**src/rtl/errbank_pkg.sv**
```systemverilog
package errbank_pkg;
  localparam int RD_ADDR_W = 3;
  localparam logic [RD_ADDR_W-1:0] A_FRM_LO = 3'd0;
  localparam logic [RD_ADDR_W-1:0] A_FRM_HI = 3'd1;
  localparam logic [RD_ADDR_W-1:0] A_CRC_LO = 3'd2;
  localparam logic [RD_ADDR_W-1:0] A_CRC_HI = 3'd3;
  localparam logic [RD_ADDR_W-1:0] A_STAT   = 3'd4;
  localparam int N_CNT = 2;
endpackage

```
**src/rtl/errbank_counter.sv**
```systemverilog
module errbank_counter #(
  parameter int W    = 12,
  parameter int LO_W = 8,
  parameter int HW   = W - LO_W
) (
  input  logic          clk,
  input  logic          rst,
  input  logic          inc,
  input  logic          clr,
  input  logic          tick,
  input  logic          latch_mode,
  input  logic          wrap_en,
  input  logic          cap_hi,
  output logic [W-1:0]  vis,
  output logic [HW-1:0] hold,
  output logic          ovf
);
  localparam logic [W-1:0] MAXV = '1;

  logic [W-1:0] live;
  logic [W-1:0] snap;
  logic         tick_eff;
  logic         at_max;
  logic [W-1:0] inc_w;

  always_comb begin
    tick_eff = tick & latch_mode;
    at_max   = (live == MAXV);
    inc_w    = {{(W-1){1'b0}}, inc};
    vis      = latch_mode ? snap : live;
    ovf      = inc & at_max & ~tick_eff & ~clr;
  end

  always_ff @(posedge clk) begin
    if (rst) begin
      live <= '0;
      snap <= '0;
      hold <= '0;
    end else begin
      if (tick_eff) begin
        snap <= live;
        live <= inc_w;
      end else if (clr) begin
        live <= inc_w;
      end else if (inc) begin
        if (!at_max)     live <= live + 1'b1;
        else if (wrap_en) live <= '0;
      end
      if (cap_hi) hold <= vis[W-1:LO_W];
    end
  end

  p_wrap_r3: assert property (@(posedge clk) disable iff (rst)
    (inc && at_max && wrap_en && !clr && !tick_eff) |=> (live == '0));
  p_sat_r4: assert property (@(posedge clk) disable iff (rst)
    (inc && at_max && !wrap_en && !clr && !tick_eff) |=> (live == MAXV));
  p_clr_restart_r8: assert property (@(posedge clk) disable iff (rst)
    (clr && !tick_eff) |=> (live == {{(W-1){1'b0}}, $past(inc)}));
  p_snap_r9: assert property (@(posedge clk) disable iff (rst)
    tick_eff |=> (snap == $past(live)));
endmodule

```
**src/rtl/errbank_flags.sv**
```systemverilog
module errbank_flags #(
  parameter int N = 2
) (
  input  logic         clk,
  input  logic         rst,
  input  logic [N-1:0] set,
  input  logic         clr,
  input  logic [N-1:0] ie,
  output logic [N-1:0] flags,
  output logic         irq
);
  logic [N-1:0] nxt;

  always_comb nxt = (flags & ~{N{clr}}) | set;

  always_ff @(posedge clk) begin
    if (rst) begin
      flags <= '0;
      irq   <= 1'b0;
    end else begin
      flags <= nxt;
      irq   <= |(nxt & ie);
    end
  end

  for (genvar i = 0; i < N; i++) begin : g_chk
    p_sticky_r5: assert property (@(posedge clk) disable iff (rst)
      (flags[i] && !clr) |=> flags[i]);
  end

  p_irq_needs_flag_r6: assert property (@(posedge clk) disable iff (rst)
    irq |-> (|flags));
endmodule

```
**src/rtl/errbank_top.sv**
```systemverilog
module errbank_top
  import errbank_pkg::*;
#(
  parameter int FRM_W  = 12,
  parameter int CRC_W  = 10,
  parameter int DATA_W = 8
) (
  input  logic                 clk,
  input  logic                 rst,
  input  logic                 frm_err_inc,
  input  logic                 crc_err_inc,
  input  logic                 sec_tick,
  input  logic                 latch_mode,
  input  logic [N_CNT-1:0]     ovf_ie,
  input  logic                 rd_en,
  input  logic [RD_ADDR_W-1:0] rd_addr,
  output logic [DATA_W-1:0]    rd_data,
  output logic                 irq
);
  localparam int FRM_HW = FRM_W - DATA_W;
  localparam int CRC_HW = CRC_W - DATA_W;

  logic [FRM_W-1:0]  frm_vis;
  logic [CRC_W-1:0]  crc_vis;
  logic [FRM_HW-1:0] frm_hold;
  logic [CRC_HW-1:0] crc_hold;
  logic              frm_ovf, crc_ovf;
  logic [N_CNT-1:0]  flags;
  logic              frm_clr, crc_clr, frm_cap, crc_cap, stat_rd;
  logic [DATA_W-1:0] rd_mux;

  always_comb begin
    frm_cap = rd_en && (rd_addr == A_FRM_LO);
    crc_cap = rd_en && (rd_addr == A_CRC_LO);
    frm_clr = rd_en && (rd_addr == A_FRM_HI) && !latch_mode;
    crc_clr = rd_en && (rd_addr == A_CRC_HI) && !latch_mode;
    stat_rd = rd_en && (rd_addr == A_STAT);
  end

  errbank_counter #(.W(FRM_W), .LO_W(DATA_W)) u_frm (
    .clk(clk), .rst(rst), .inc(frm_err_inc), .clr(frm_clr), .tick(sec_tick),
    .latch_mode(latch_mode), .wrap_en(ovf_ie[0]), .cap_hi(frm_cap),
    .vis(frm_vis), .hold(frm_hold), .ovf(frm_ovf));

  errbank_counter #(.W(CRC_W), .LO_W(DATA_W)) u_crc (
    .clk(clk), .rst(rst), .inc(crc_err_inc), .clr(crc_clr), .tick(sec_tick),
    .latch_mode(latch_mode), .wrap_en(ovf_ie[1]), .cap_hi(crc_cap),
    .vis(crc_vis), .hold(crc_hold), .ovf(crc_ovf));

  errbank_flags #(.N(N_CNT)) u_flags (
    .clk(clk), .rst(rst), .set({crc_ovf, frm_ovf}), .clr(stat_rd),
    .ie(ovf_ie), .flags(flags), .irq(irq));

  always_comb begin
    case (rd_addr)
      A_FRM_LO: rd_mux = frm_vis[DATA_W-1:0];
      A_FRM_HI: rd_mux = {{(DATA_W-FRM_HW){1'b0}}, frm_hold};
      A_CRC_LO: rd_mux = crc_vis[DATA_W-1:0];
      A_CRC_HI: rd_mux = {{(DATA_W-CRC_HW){1'b0}}, crc_hold};
      A_STAT:   rd_mux = {{(DATA_W-N_CNT){1'b0}}, flags};
      default:  rd_mux = '0;
    endcase
  end

  always_ff @(posedge clk) begin
    if (rst)        rd_data <= '0;
    else if (rd_en) rd_data <= rd_mux;
  end

  p_crc_hi_upper_zero_r2: assert property (@(posedge clk) disable iff (rst)
    (rd_en && rd_addr == A_CRC_HI) |=> (rd_data[DATA_W-1:CRC_HW] == '0));
  p_rd_hold_r11: assert property (@(posedge clk) disable iff (rst)
    !rd_en |=> $stable(rd_data));
endmodule

```
**config.mk**
```make
export PLATFORM = sky130hd
export DESIGN_NAME = errbank_top
export DESIGN_NICKNAME = d
export VERILOG_FILES = /design/src/rtl/errbank_pkg.sv /design/src/rtl/errbank_counter.sv /design/src/rtl/errbank_flags.sv /design/src/rtl/errbank_top.sv
export SDC_FILE = /design/constraint.sdc
export NUM_CORES = 1
export LEC_CHECK = 0
export BUFFER_PORTS_ARGS = -buffer_cell sky130_fd_sc_hd__buf_4
export CORE_MARGIN = 2
export CORE_UTILIZATION = 65
export CTS_BUF_LIST = sky130_fd_sc_hd__clkbuf_4 sky130_fd_sc_hd__clkbuf_8 sky130_fd_sc_hd__clkbuf_16
export DETAILED_ROUTE_END_ITERATION = 10
export PLACE_DENSITY_LB_ADDON = 0.2
export SLEW_MARGIN = 20
export SYNTH_ARGS = -nofsm -noshare
export SYNTH_HDL_FRONTEND = slang
export SYNTH_HIERARCHICAL = 1
export SYNTH_SLANG_ARGS = --single-unit
export TNS_END_PERCENT = 20
```
**constraint.sdc**
```tcl
create_clock -name clk -period 3.55 [get_ports clk]
set_clock_uncertainty 0.15 [all_clocks]
set_input_delay 0.1775 -clock clk [delete_from_list [all_inputs] [get_ports clk]]
set_output_delay 0.1775 -clock clk [all_outputs]
set_load 0.05 [all_outputs]
```
==> impl_metrics.csv <==
group,metric,value,unit
critical_path,critPathLaunchType,"flip-flop",
global_route,grt.overflow.total,0,
critical_path,cp_cell_sequence,"ha_1, nand3_1, or3_4, nor4_2, inv_1, a21oi_1, a22o_1, dlygate4sd3_1",
clock_network,cts_root_buffer,"clkbuf_8",
timing,grt_setup_unrepaired,"no",
clock_network,clk_pin_slew,0.07,ns
clock_network,clk_latency,0.34,ns
power_and_ir_drop,pwr-share-seq,0.492,
place,gp_congestion,0.876,
drt,drt-total-wl,7430,µm
critical_path,cp_data_arrival_time,2.76,ns
timing,period_minus_slack,2.62,ns
power_and_ir_drop,pwr-share-clk,0.437,
clock_network,htree_levels,3,
power_and_ir_drop,pwr-share-comb,0.071,
timing,maxSlewHeadroom,0.449,
critical_path,slowest_stage,"dlygate4sd3_1",
critical_path,rrSetupSlack,0.93,ns
synthesis,synth.area.top_cells,"dfxtp_1 (38%), mux2_2 (9.1%), nand2_1 (7.0%)",
drt,first_pass_iters,4,
floorplan,pin_count,21,
clock_network,clockBufferDepth,2,
synthesis,synthCells,375,
hold_path,hold_end,"rd_data[1]",
timing,final-hold-violation-count,0,
global_route,antenna_found_initial,0,
critical_path,reg2reg_depth,8,
critical_path,crit_required,3.69,ns
floorplan,dieArea,5520,µm²
status,outcome,"completed",
power_and_ir_drop,p_sw,0.352,mW
synthesis,yosysWarnings,6,
finish,drive_gt1_frac,0.210,
drt,vias,2856,
global_route,grt_pass1_wl,12200,µm
critical_path,cp_max_fo,7,
global_route,grt_pass1_vias,2548,
finish,stdcell_area,3550,µm²
synthesis,yosysTopAreaCell,"dfxtp_1",
synthesis,synth.avg_cell_area,8.57,µm²
critical_path,criticalPathCategory,"reg -> reg",
critical_path,slowest_delay,0.55,ns
place,numPortBuffers,20,
place,placed_cell_area,3330,µm²
floorplan,core_region_area,4750,µm²
place,place_hpwl,5010,µm
finish,fin_nets,400,
critical_path,endpoint_kind,"flip-flop",
power_and_ir_drop,p_sw_frac,0.248,
synthesis,synth_ff_type,"dfxtp_1",
synthesis,ys_ff_latch,61,
synthesis,synthDominantCellAreaShare,0.380,
hold_path,hp-class,"in -> reg",
critical_path,rr_endpoint,"u_flags/irq",
timing,fmax,0.382,GHz
power_and_ir_drop,internal_power,1.07,mW
synthesis,yosysMostFrequentCell,"dfxtp_1",
global_route,grt_max_degree,44,
synthesis,synthesis.area,3210,µm²
timing,worst_pin_slew,0.820,ns
finish,fin_util,0.746,
global_route,track_usage,0.292,
synthesis,syn_nets,389,
floorplan,die_w,74.3,µm
critical_path,rr_startpoint,"u_crc/live[1]",
timing,tns,0,ns
hold_path,worstHoldStart,"rd_en",
drt,drc,0,
finish,area_delta_synth_final,10.4,%
clock_network,numCtsBuffers,9,
hold_path,hold_path_depth,2,
timing,final_max_slew_viol_count,0,
power_and_ir_drop,p_per_area,400,nW/µm²
timing,setup_viol,0,
clock_network,cts_sinks,61,
floorplan,row_count,25,
power_and_ir_drop,max-vdd-ir-drop,0.000281,V
floorplan,die_h,74.3,µm
finish,fill_cells,348,
synthesis,ys_types,60,
drt,wire_per_inst,16.2,µm
synthesis,synth_edf_count,0,
drt,vias_per_cell,6.24,
finish,antenna_cells,0,
floorplan,start_util,0.676,
clock_network,cts_tree,"built",
synthesis,ys_seq_area_frac,0.380,
job,cap_violations,0,
power_and_ir_drop,cellLeakagePower,1.23,nW
synthesis,synth-async-reset-ratio,0,
timing,fin_crit_sh,0.738,
clock_network,cts-resized-gates,0,
clock_network,postCtsSetupBuffers,0,
synthesis,synth_common_cells,"dfxtp_1 (61), nand2_1 (60), a21oi_1 (44)",
drt,dr.first_iter.drc_count,341,
drt,ant_nets,0,
cell type report:
class / instances / area, µm² / area share
sequential: 61 / 1220 / 0.344
inverter: 7 / 26.3 / 0.00741
tap: 67 / 83.8 / 0.0236
clock inverter: 6 / 62.6 / 0.0176
clock buffer: 10 / 138 / 0.0388
timing repair buffer: 22 / 170 / 0.0480
multi-input combinational: 285 / 1840 / 0.520
metal layers:
layer  global-route usage  part of all wire
met1                0.423              0.46
met2                0.429              0.47
met3               0.0501             0.054
met4                0.125             0.018
met5                    0                 0
what timing repair did:
item	4_1_cts	5_1_grt
hold endpoints to repair	1	0
setup endpoints to repair	0	0
hold buffers	2	0
registers in the layout, summed over array words and instances, names as in the netlist:
signal,count
u_flags/irq,1
u_flags/flags,2
u_crc/snap,10
u_crc/hold,2
u_frm/live,12
rd_data,8
u_frm/hold,4
u_frm/snap,12
u_crc/live,10
through the flow:
step                      hold slack (ns)  total power [mW]  cells  setup WS, ns
final                              0.0227              1.42    458         0.929
after floorplan                    0.0966             0.780    375          1.68
after detailed placement            0.297             0.810    440          1.50
after global routing               0.0356              1.46    458         0.767
after global placement              0.289             0.808    440          1.56
after CTS                          0.0105              1.42    458         0.965
layout by cell type, fill, tap and decap left out, types with 6 or more instances in the layout:
master    instances
and3_1            6
nor3_1            7
o21ai_0          12
nand2_1          60
dfxtp_1          61
buf_4            20
nor2_1           17
mux2i_1          10
mux2_2           26
nand3_1          12
inv_1             7
a31oi_1           6
nand2b_1         10
clkbuf_8         10
or3_1             8
a21oi_1          44
cell families after synthesis:
logic type / count (synthesis) / synth area share
adder cells (fa/ha/maj): 2 / 0.00779
buffers and inverters: 29 / 0.0459
flip-flops: 61 / 0.380
AND/OR/NAND/NOR: 162 / 0.281
multiplexers: 36 / 0.122
AO/OA/AOI/OAI: 85 / 0.163
worst max-delay path by stage:
stage                             end  slack, ns     startpoint  depth (start not counted)
final                     u_flags/irq       0.93  u_crc/live[1]                          8
after global routing      u_flags/irq       0.77  u_crc/live[0]                          8
after CTS                 u_flags/irq       0.96  u_crc/live[1]                          8
after detailed placement  u_flags/irq       1.50     latch_mode                          7
after global placement    u_flags/irq       1.56  u_crc/live[0]                          7
after floorplan           u_flags/irq       1.68  u_crc/live[0]                          7
worst max-delay path, delay by kind of cell (launching register included):
kind            cells  cell delay, ns
simple gates        3            0.77
buf+inv             2            0.61
flops               1            0.46
compound gates      2            0.31
fa+ha+maj           1            0.27
power by group through the flow:
| stage | clock (mW) | sequential, mW | combinational [mW] |
|---|---|---|---|
| 2_1_floorplan | 0 | 0.715 | 0.0649 |
| 3_3_place_gp | 0 | 0.712 | 0.0959 |
| 3_5_place_dp | 0 | 0.712 | 0.0975 |
| 4_1_cts | 0.625 | 0.697 | 0.0993 |
| 5_1_grt | 0.653 | 0.698 | 0.109 |
| 6_report | 0.619 | 0.697 | 0.101 |
(Power assumes the default switching activity.)
